## src/rtl/ppf_pkg.sv

```systemverilog
package ppf_pkg;

   localparam int LANE_W = 8;

   typedef enum logic {
      REPORT_ON_RECEIPT = 1'b0,
      REPORT_ON_USE     = 1'b1
   } report_mode_e;

   // even parity bit for one byte lane
   function automatic logic lane_parity(input logic [LANE_W-1:0] b);
      return ^b;
   endfunction

endpackage

```

## src/rtl/ppf_lane_check.sv

```systemverilog
module ppf_lane_check #(
   parameter int LANES = 4
) (
   input  logic [LANES*ppf_pkg::LANE_W-1:0] data,
   input  logic [LANES-1:0]                 par,
   output logic [LANES-1:0]                 bad_lane
);
   localparam int LW = ppf_pkg::LANE_W;

   for (genvar i = 0; i < LANES; i++) begin : g_lane
      assign bad_lane[i] = ppf_pkg::lane_parity(data[i*LW +: LW]) ^ par[i];
   end

endmodule

```

## src/rtl/ppf_poison.sv

```systemverilog
module ppf_poison #(
   parameter int LANES      = 4,
   parameter bit POISON_ALL = 1'b0
) (
   input  logic [LANES*ppf_pkg::LANE_W-1:0] data,
   input  logic [LANES-1:0]                 bad_lane,
   output logic [LANES-1:0]                 out_par
);
   localparam int LW = ppf_pkg::LANE_W;

   logic [LANES-1:0] regen;

   for (genvar i = 0; i < LANES; i++) begin : g_regen
      assign regen[i] = ppf_pkg::lane_parity(data[i*LW +: LW]);
   end

   if (POISON_ALL) begin : g_all
      assign out_par = regen ^ {LANES{|bad_lane}};
   end else begin : g_lane_only
      assign out_par = regen ^ bad_lane;
   end

endmodule

```

## src/rtl/ppf_drop_ctl.sv

```systemverilog
module ppf_drop_ctl (
   input  logic clk,
   input  logic rst_n,
   input  logic accept,
   input  logic is_write,
   input  logic is_ctl,
   input  logic any_bad,
   input  logic is_last,
   output logic drop_now
);
   logic in_drop;

   assign drop_now = is_write & is_ctl & (any_bad | in_drop);

   always_ff @(posedge clk) begin
      if (!rst_n) begin
         in_drop <= 1'b0;
      end else if (accept) begin
         if (is_last)       in_drop <= 1'b0;
         else if (drop_now) in_drop <= 1'b1;
      end
   end


   drop_entry_chk: assert property (@(posedge clk) disable iff (!rst_n)
      $rose(in_drop) |-> $past(any_bad && is_write && is_ctl));


   drop_exit_chk: assert property (@(posedge clk) disable iff (!rst_n)
      (accept && is_last) |=> !in_drop);

endmodule

```

## src/rtl/ppf_err_report.sv

```systemverilog
module ppf_err_report #(
   parameter int LANES = 4
) (
   input  logic                             clk,
   input  logic                             rst_n,
   input  logic                             defer,
   input  logic                             accept_bad,
   input  logic                             use_valid,
   input  logic [LANES*ppf_pkg::LANE_W-1:0] use_data,
   input  logic [LANES-1:0]                 use_par,
   output logic                             err_pulse
);
   import ppf_pkg::*;

   logic [LANES-1:0] use_bad;
   logic             use_hit;
   report_mode_e     mode;

   ppf_lane_check #(.LANES(LANES)) u_use_chk (
      .data     (use_data),
      .par      (use_par),
      .bad_lane (use_bad)
   );

   assign use_hit = use_valid & (|use_bad);
   assign mode    = report_mode_e'(defer);

   always_ff @(posedge clk) begin
      if (!rst_n) begin
         err_pulse <= 1'b0;
      end else begin
         case (mode)
            REPORT_ON_USE: err_pulse <= use_hit;
            default:       err_pulse <= accept_bad;
         endcase
      end
   end


   defer_quiet_chk: assert property (@(posedge clk) disable iff (!rst_n)
      (defer && !use_hit) |=> !err_pulse);


   defer_use_chk: assert property (@(posedge clk) disable iff (!rst_n)
      (defer && use_hit) |=> err_pulse);


   imm_ignore_use_chk: assert property (@(posedge clk) disable iff (!rst_n)
      (!defer && !accept_bad) |=> !err_pulse);

endmodule

```

## src/rtl/parity_poison_stage.sv

```systemverilog
module parity_poison_stage #(
   parameter int DATA_W     = 32,
   parameter bit POISON_ALL = 1'b0
) (
   input  logic                clk,
   input  logic                rst_n,
   input  logic                defer_mode,
   input  logic                s_valid,
   output logic                s_ready,
   input  logic [DATA_W-1:0]   s_data,
   input  logic [DATA_W/8-1:0] s_par,
   input  logic                s_last,
   input  logic                s_write,
   input  logic                s_ctl,
   output logic                m_valid,
   input  logic                m_ready,
   output logic [DATA_W-1:0]   m_data,
   output logic [DATA_W/8-1:0] m_par,
   output logic                m_last,
   output logic                m_write,
   output logic                m_ctl,
   input  logic                use_valid,
   input  logic [DATA_W-1:0]   use_data,
   input  logic [DATA_W/8-1:0] use_par,
   output logic                err_pulse
);
   localparam int LANES = DATA_W / ppf_pkg::LANE_W;

   if ((DATA_W % ppf_pkg::LANE_W) != 0 || DATA_W < ppf_pkg::LANE_W) begin : g_width_bad
      $error("parity_poison_stage: DATA_W must be a nonzero multiple of the lane width");
   end

   logic [LANES-1:0] bad_lane;
   logic [LANES-1:0] tx_par;
   logic             any_bad;
   logic             accept;
   logic             drop_now;

   ppf_lane_check #(.LANES(LANES)) u_rx_chk (
      .data     (s_data),
      .par      (s_par),
      .bad_lane (bad_lane)
   );

   ppf_poison #(.LANES(LANES), .POISON_ALL(POISON_ALL)) u_poison (
      .data     (s_data),
      .bad_lane (bad_lane),
      .out_par  (tx_par)
   );

   assign any_bad = |bad_lane;
   assign s_ready = !m_valid || m_ready;
   assign accept  = s_valid && s_ready;

   ppf_drop_ctl u_drop (
      .clk      (clk),
      .rst_n    (rst_n),
      .accept   (accept),
      .is_write (s_write),
      .is_ctl   (s_ctl),
      .any_bad  (any_bad),
      .is_last  (s_last),
      .drop_now (drop_now)
   );

   ppf_err_report #(.LANES(LANES)) u_err (
      .clk        (clk),
      .rst_n      (rst_n),
      .defer      (defer_mode),
      .accept_bad (accept && any_bad),
      .use_valid  (use_valid),
      .use_data   (use_data),
      .use_par    (use_par),
      .err_pulse  (err_pulse)
   );

   always_ff @(posedge clk) begin
      if (!rst_n) begin
         m_valid <= 1'b0;
      end else if (accept && !drop_now) begin
         m_valid <= 1'b1;
      end else if (m_ready) begin
         m_valid <= 1'b0;
      end
   end

   always_ff @(posedge clk) begin
      if (!rst_n) begin
         m_data  <= '0;
         m_par   <= '0;
         m_last  <= 1'b0;
         m_write <= 1'b0;
         m_ctl   <= 1'b0;
      end else if (accept && !drop_now) begin
         m_data  <= s_data;
         m_par   <= tx_par;
         m_last  <= s_last;
         m_write <= s_write;
         m_ctl   <= s_ctl;
      end
   end


   fwd_beat_chk: assert property (@(posedge clk) disable iff (!rst_n)
      (accept && !drop_now) |=> (m_valid && m_data == $past(s_data)));


   hold_chk: assert property (@(posedge clk) disable iff (!rst_n)
      (m_valid && !m_ready) |=> (m_valid && $stable(m_data) && $stable(m_par)));


   drop_chk: assert property (@(posedge clk) disable iff (!rst_n)
      (accept && s_write && s_ctl && any_bad) |=> !m_valid);


   imm_err_chk: assert property (@(posedge clk) disable iff (!rst_n)
      (!defer_mode && accept && any_bad) |=> err_pulse);

   if (!POISON_ALL) begin : g_lane_poison_chk

      poison_par_chk: assert property (@(posedge clk) disable iff (!rst_n)
         (accept && !drop_now) |=> (m_par == $past(s_par)));
   end

endmodule

```

## config.mk

```make
export PLATFORM = sky130hd
export DESIGN_NAME = parity_poison_stage
export DESIGN_NICKNAME = d
export VERILOG_FILES = /design/src/rtl/ppf_pkg.sv /design/src/rtl/ppf_lane_check.sv /design/src/rtl/ppf_poison.sv /design/src/rtl/ppf_drop_ctl.sv /design/src/rtl/ppf_err_report.sv /design/src/rtl/parity_poison_stage.sv
export SDC_FILE = /design/constraint.sdc
export NUM_CORES = 1
export LEC_CHECK = 0
export ABC_AREA = 1
export CAP_MARGIN = 20
export CORE_MARGIN = 8
export CORE_UTILIZATION = 69
export DETAILED_ROUTE_END_ITERATION = 7
export DONT_BUFFER_PORTS = 1
export PLACE_DENSITY = 0.93
export SLEW_MARGIN = 20
export SYNTH_ARGS = -nofsm -noshare
export SYNTH_HDL_FRONTEND = slang
export SYNTH_SLANG_ARGS = --single-unit
```

## constraint.sdc

```tcl
create_clock -name clk -period 3.2 [get_ports clk]
set_input_delay 0.32 -clock clk [delete_from_list [all_inputs] [get_ports clk]]
set_output_delay 0.32 -clock clk [all_outputs]
set_load 0.02 [all_outputs]
```

After elaboration in Yosys (flattened, before gate mapping)
Index checks and enable logic that the tools add are counted.
{"block": "op_classes", "n_mux": 5, "bitwise": 13, "n_reduce_logical": 19}
{"op": "$reduce_xor 8->1", "count": 8}
{"op": "$reduce_or 4->1", "count": 2}
{"op": "$xor 1x1->1", "count": 8}
{"op": "$mux 1", "count": 5}
{"op": "$reduce_bool 2->1", "count": 2}
{"op": "$xor 4x4->4", "count": 1}
{"op": "$and 1x1->1", "count": 3}
{"op": "$logic_and 1x1->1", "count": 3}
{"op": "$logic_not 1->1", "count": 2}
{"op": "$reduce_and 2->1", "count": 1}
{"op": "$logic_or 1x1->1", "count": 1}
{"op": "$or 1x1->1", "count": 1}
{"block": "totals", "ff_bits": 42, "input_bits": 81, "out_inout_bits": 42, "wordCells": 45}

Logic depth before layout (Yosys ltp)
{"block": "logic_depth", "depth_word": 8, "mapped_depth": 18}

Cells and area by module
A second synthesis with hierarchy kept.
{"block": "unflattened", "hier_cells": 714, "hier_area_um2": 3802.4}
{"module": "parity_poison_stage", "instances": 1, "cells_each": 348, "area_per_inst_um2": 2092.0}
{"module": "ppf_lane_check", "instances": 2, "cells_each": 116, "area_per_inst_um2": 530.5}
{"module": "ppf_poison", "instances": 1, "cells_each": 116, "area_per_inst_um2": 530.5}
{"module": "ppf_drop_ctl", "instances": 1, "cells_each": 11, "area_per_inst_um2": 70.1}
{"module": "ppf_err_report", "instances": 1, "cells_each": 7, "area_per_inst_um2": 48.8}

Worst setup path before layout
No wires, ideal clock.
{"block": "synth_path", "path_kind": "register to register", "from": "register m_valid", "to": "register m_data[30]", "setup_ns": 0.115, "arrival_time_ns": 1.486, "path_slack_ns": 1.599, "path_stages_with_launch": 9, "path_cell_list": "dfxtp_1 > nand2_1 > nand2_1 > inv_1 > clkbuf_1 > buf_2 > nand3_1 > nand2_1 > nor2_1"}
{"block": "synth_between", "elab_chain_len": 4}
{"item": "from (decl)", "line_no": "parity_poison_stage.sv:15", "rtl": "output logic m_valid,"}
{"item": "from (signal assigned)", "line_no": "parity_poison_stage.sv:79", "rtl": "m_valid <= 1'b0;"}
{"item": "from (signal assigned)", "line_no": "parity_poison_stage.sv:81", "rtl": "m_valid <= 1'b1;"}
{"item": "from (signal assigned)", "line_no": "parity_poison_stage.sv:83", "rtl": "m_valid <= 1'b0;"}
{"item": "$logic_not 1->1", "line_no": "parity_poison_stage.sv:52", "rtl": "assign s_ready = !m_valid || m_ready;"}
{"item": "$logic_or 1x1->1", "line_no": "parity_poison_stage.sv:52"}
{"item": "named net s_ready", "line_no": "parity_poison_stage.sv:9", "rtl": "output logic s_ready,"}
{"item": "$logic_and 1x1->1", "line_no": "parity_poison_stage.sv:53", "rtl": "assign accept = s_valid && s_ready;"}
{"item": "$logic_and 1x1->1", "line_no": "parity_poison_stage.sv:94", "rtl": "end else if (accept && !drop_now) begin"}
{"item": "to (signal assigned)", "line_no": "parity_poison_stage.sv:95", "rtl": "m_data <= s_data;"}
{"item": "to (decl)", "line_no": "parity_poison_stage.sv:17", "rtl": "output logic [DATA_W-1:0] m_data,"}
The timed path passes the listed nets, and every way through them passes these cells.
A chain may end at the register's enable or synchronous reset.

Worst setup path after layout
{"block": "layout_path", "from": "register m_valid", "to": "register m_ctl"}
{"block": "layout_between", "elab_chain_len": 4}
{"item": "$logic_not 1->1", "line_no": "parity_poison_stage.sv:52"}
{"item": "$logic_or 1x1->1", "line_no": "parity_poison_stage.sv:52"}
{"item": "named net s_ready", "line_no": "parity_poison_stage.sv:9"}
{"item": "$logic_and 1x1->1", "line_no": "parity_poison_stage.sv:53"}
{"item": "$logic_and 1x1->1", "line_no": "parity_poison_stage.sv:94"}
{"item": "to (signal assigned)", "line_no": "parity_poison_stage.sv:99", "rtl": "m_ctl <= s_ctl;"}
{"item": "to (decl)", "line_no": "parity_poison_stage.sv:21", "rtl": "output logic m_ctl,"}
The timed path passes the listed nets, and every way through them passes these cells.

==> results.md <==
* Share of the synthesized area in the top cell type at 0.3022
* Final ANT Viol Nets at 0
* # DRC at 0
* Startpoint types: flip-flop
* Main synth FF type: dfxtp_1
* Initial core utilization at 0.7058
* CTS Root Buffer Type: clkbuf_8
* Number of inserted diodes at 0
* Status: complete, no violations
* Setup TNS Final at 0 ns
* Crit end category: flip-flop
* Nets at 519
* CTS tree: yes
* Gr ovfl total at 0
* Site row count at 23
* Clk slew on worst S/H paths at 0.09 ns
* Final Setup Violations at 0
* H-tree depth at 2
* Average cell area after synthesis at 6.225 sq um
* Post-Route WL at ~6500 um
* First-pass GRT wire length at 10380 um
* Die H at 79.51 um
* Cells after synthesis at between 400 and 500
* Mapped cell area at 2783 sq um
* Crit-path cells: nand2_1, nand2_1, inv_2, buf_12, nand2_1, a21oi_1
* Hpwl dp at just over 5000 um
* Worst-margin pin slew at 0.6510 ns
* Clock Skew at ~0.01 ns
* Post-CTS Setup Inserts at 0
* Largest cells by area after synthesis: dfxtp_1, nand2_1, nand3_1, xnor2_1, inv_1
* Area growth, synth to finish at 1.933%
* Vias in the first global route at 2439
* Post-CTS Hold Fix Bufs at 0
* Post-synth EDFFs at 0
* Syn. warnings at 0
* DIE AREA at 6321 sq um
* Worst Path Arrival at approximately 2.2 ns
* P per Cell Area at between 400 and 500 nW/um^2
* Unrepaired setup endpoints after global routing: no
* Antenna violations before repair at 0
* Num CTS Buffers at 5
* Peak supply drop at 340.1 uV
* Period minus WS final at 1.971 ns
* Via density at 5.305
* Max_cap viols at 0
* Insertion delay to the later sink of the worst-skew pair at 0.28 ns
* Final Instance Area at 2836 sq um
* Most common cell in the synthesized netlist: nand2_1
* Cell taking the most area after synthesis: dfxtp_1
* Largest net degree at the start of global routing at 46
* Clock Sinks at 42
* Post-synth top cells: nand2_1, inv_1, nand3_1, dfxtp_1, nor2_1
* Placed Area at 2746 sq um
* Core ar. at just under 4000 sq um
* I/O Pins at ~120
* Routed length per placed instance at around 13 um
* Share of cells above drive strength 1 at 0.07745
* Netlist cell types at 23
* WP data required at 3.42 ns
* DRT iter0 DRCs at ~120
* Max-slew violation count at 0
* P_leak at 1.498 nW
* Hold Vio Cnt, Final at 0
* Worst min path class: input port to flip-flop
* Slew headroom at 0.5645
* Slowest stage delay, CP at 0.43 ns
* Total GRT Usage at 0.1970
* Synth Register Bits at 42
* Vias at between 2000 and 3000
* Most frequent cell on the critical path: nand2_1
* IO Port Bufs at 0
* Post-CTS Resized at 0
* Fraction of registers with async set/reset at 0
* Clock Path Buffers at 2
* Placer Congestion at 0.8024
* Slowest cell on crit path: inv_2
* Pre-antenna DRT Iters at 5
* Crit-path max FO at 45
* Total nets after synthesis at 528
* Crit Path Class: flip-flop to flip-flop
* Peak Freq at 507.3 MHz
* Sequential area share after synthesis at 0.3022
* Period utilisation layout at 0.6160
* Die width at 79.51 um
==> flip-flops by register name, summed over array words and instances, names as in the netlist <==
register / flops
m_data: 32
m_par: 4
m_ctl: 1
m_last: 1
m_valid: 1
m_write: 1
u_drop.in_drop: 1
u_err.err_pulse: 1
==> where the power goes <==
group / switching, W / internal, W / total (W)
clock network: 0.000183 / 0.000153 / 0.000336
registers: 0.0000906 / 0.000569 / 0.000659
logic: 0.000180 / 0.000136 / 0.000315
==> layer usage <==
metal,vias up,track usage,wire [um]
met5,-,0,0
met4,0,0.05926,79
met3,6,0.07432,628
met2,87,0.3700,3419
met1,1140,0.1935,2385
li1,1361,-,-
==> path summary, 6_finish.rpt <==
kind             startpoint        endpoint  slack, ns  cells after the start
max reg2reg         m_valid           m_ctl       1.23                      6
min                   rst_n      m_data[24]       0.15                      2
max                 m_valid           m_ctl       1.23                      6
min reg2reg  u_drop.in_drop  u_drop.in_drop       0.48                      2
==> through the flow <==
stage | worst slack [ns] | hold WS [ns] | total power (W) | std cells | util
floorplan | 1.599 | 0.4519 | 0.0009498 | 447 | -
global placement | 0.9965 | 0.4461 | 0.0009743 | 481 | 0.6966
detailed placement | 0.9519 | 0.4480 | 0.0009904 | 481 | 0.6966
CTS | 1.249 | 0.1421 | 0.001324 | 489 | 0.7195
global route | 1.026 | 0.1304 | 0.001404 | 489 | 0.7195
finish | 1.229 | 0.1497 | 0.001311 | 489 | 0.7195
==> logic make-up after synthesis <==
group | after synthesis | synth area share
and+or+nand+nor | 254 | 0.3862
xor gates and xnor gates | 28 | 0.08813
AOI/OAI and AO/OA | 45 | 0.09442
DFF | 42 | 0.3022
buffers and inverters | 78 | 0.1290
==> layout by cell type (no fill, tap or decap), types with 2 or more instances in the layout <==
cell	instances
nand2_1	148
inv_1	54
nand3_1	49
dfxtp_1	42
nor2_1	39
a21oi_1	32
xnor2_1	24
a21oi_2	10
nand3b_1	9
clkbuf_8	5
xor2_1	4
inv_2	4
or2_2	4
o21ai_0	3
buf_4	3
nand2_2	2
==> worst max-delay path: cells and delay by family (launching register included) <==
family                 cells  cell delay, ns
flip-flops                 1            0.39
buffers and inverters      2            0.72
AO/OA/AOI/OAI              1            0.19
AND/OR/NAND/NOR            3            0.59
==> area by class of cell <==
class                      count  area, sq um
fill                         339         1106
sequential                    42        840.8
multi-input combinational    327         1583
timing repair buffer           4        42.54
clock buffer                   5        68.82
tap                           50        62.56
inverter                      58        217.7
clock inverter                 3        21.27
No activity file was read; power rests on OpenSTA's default activity.
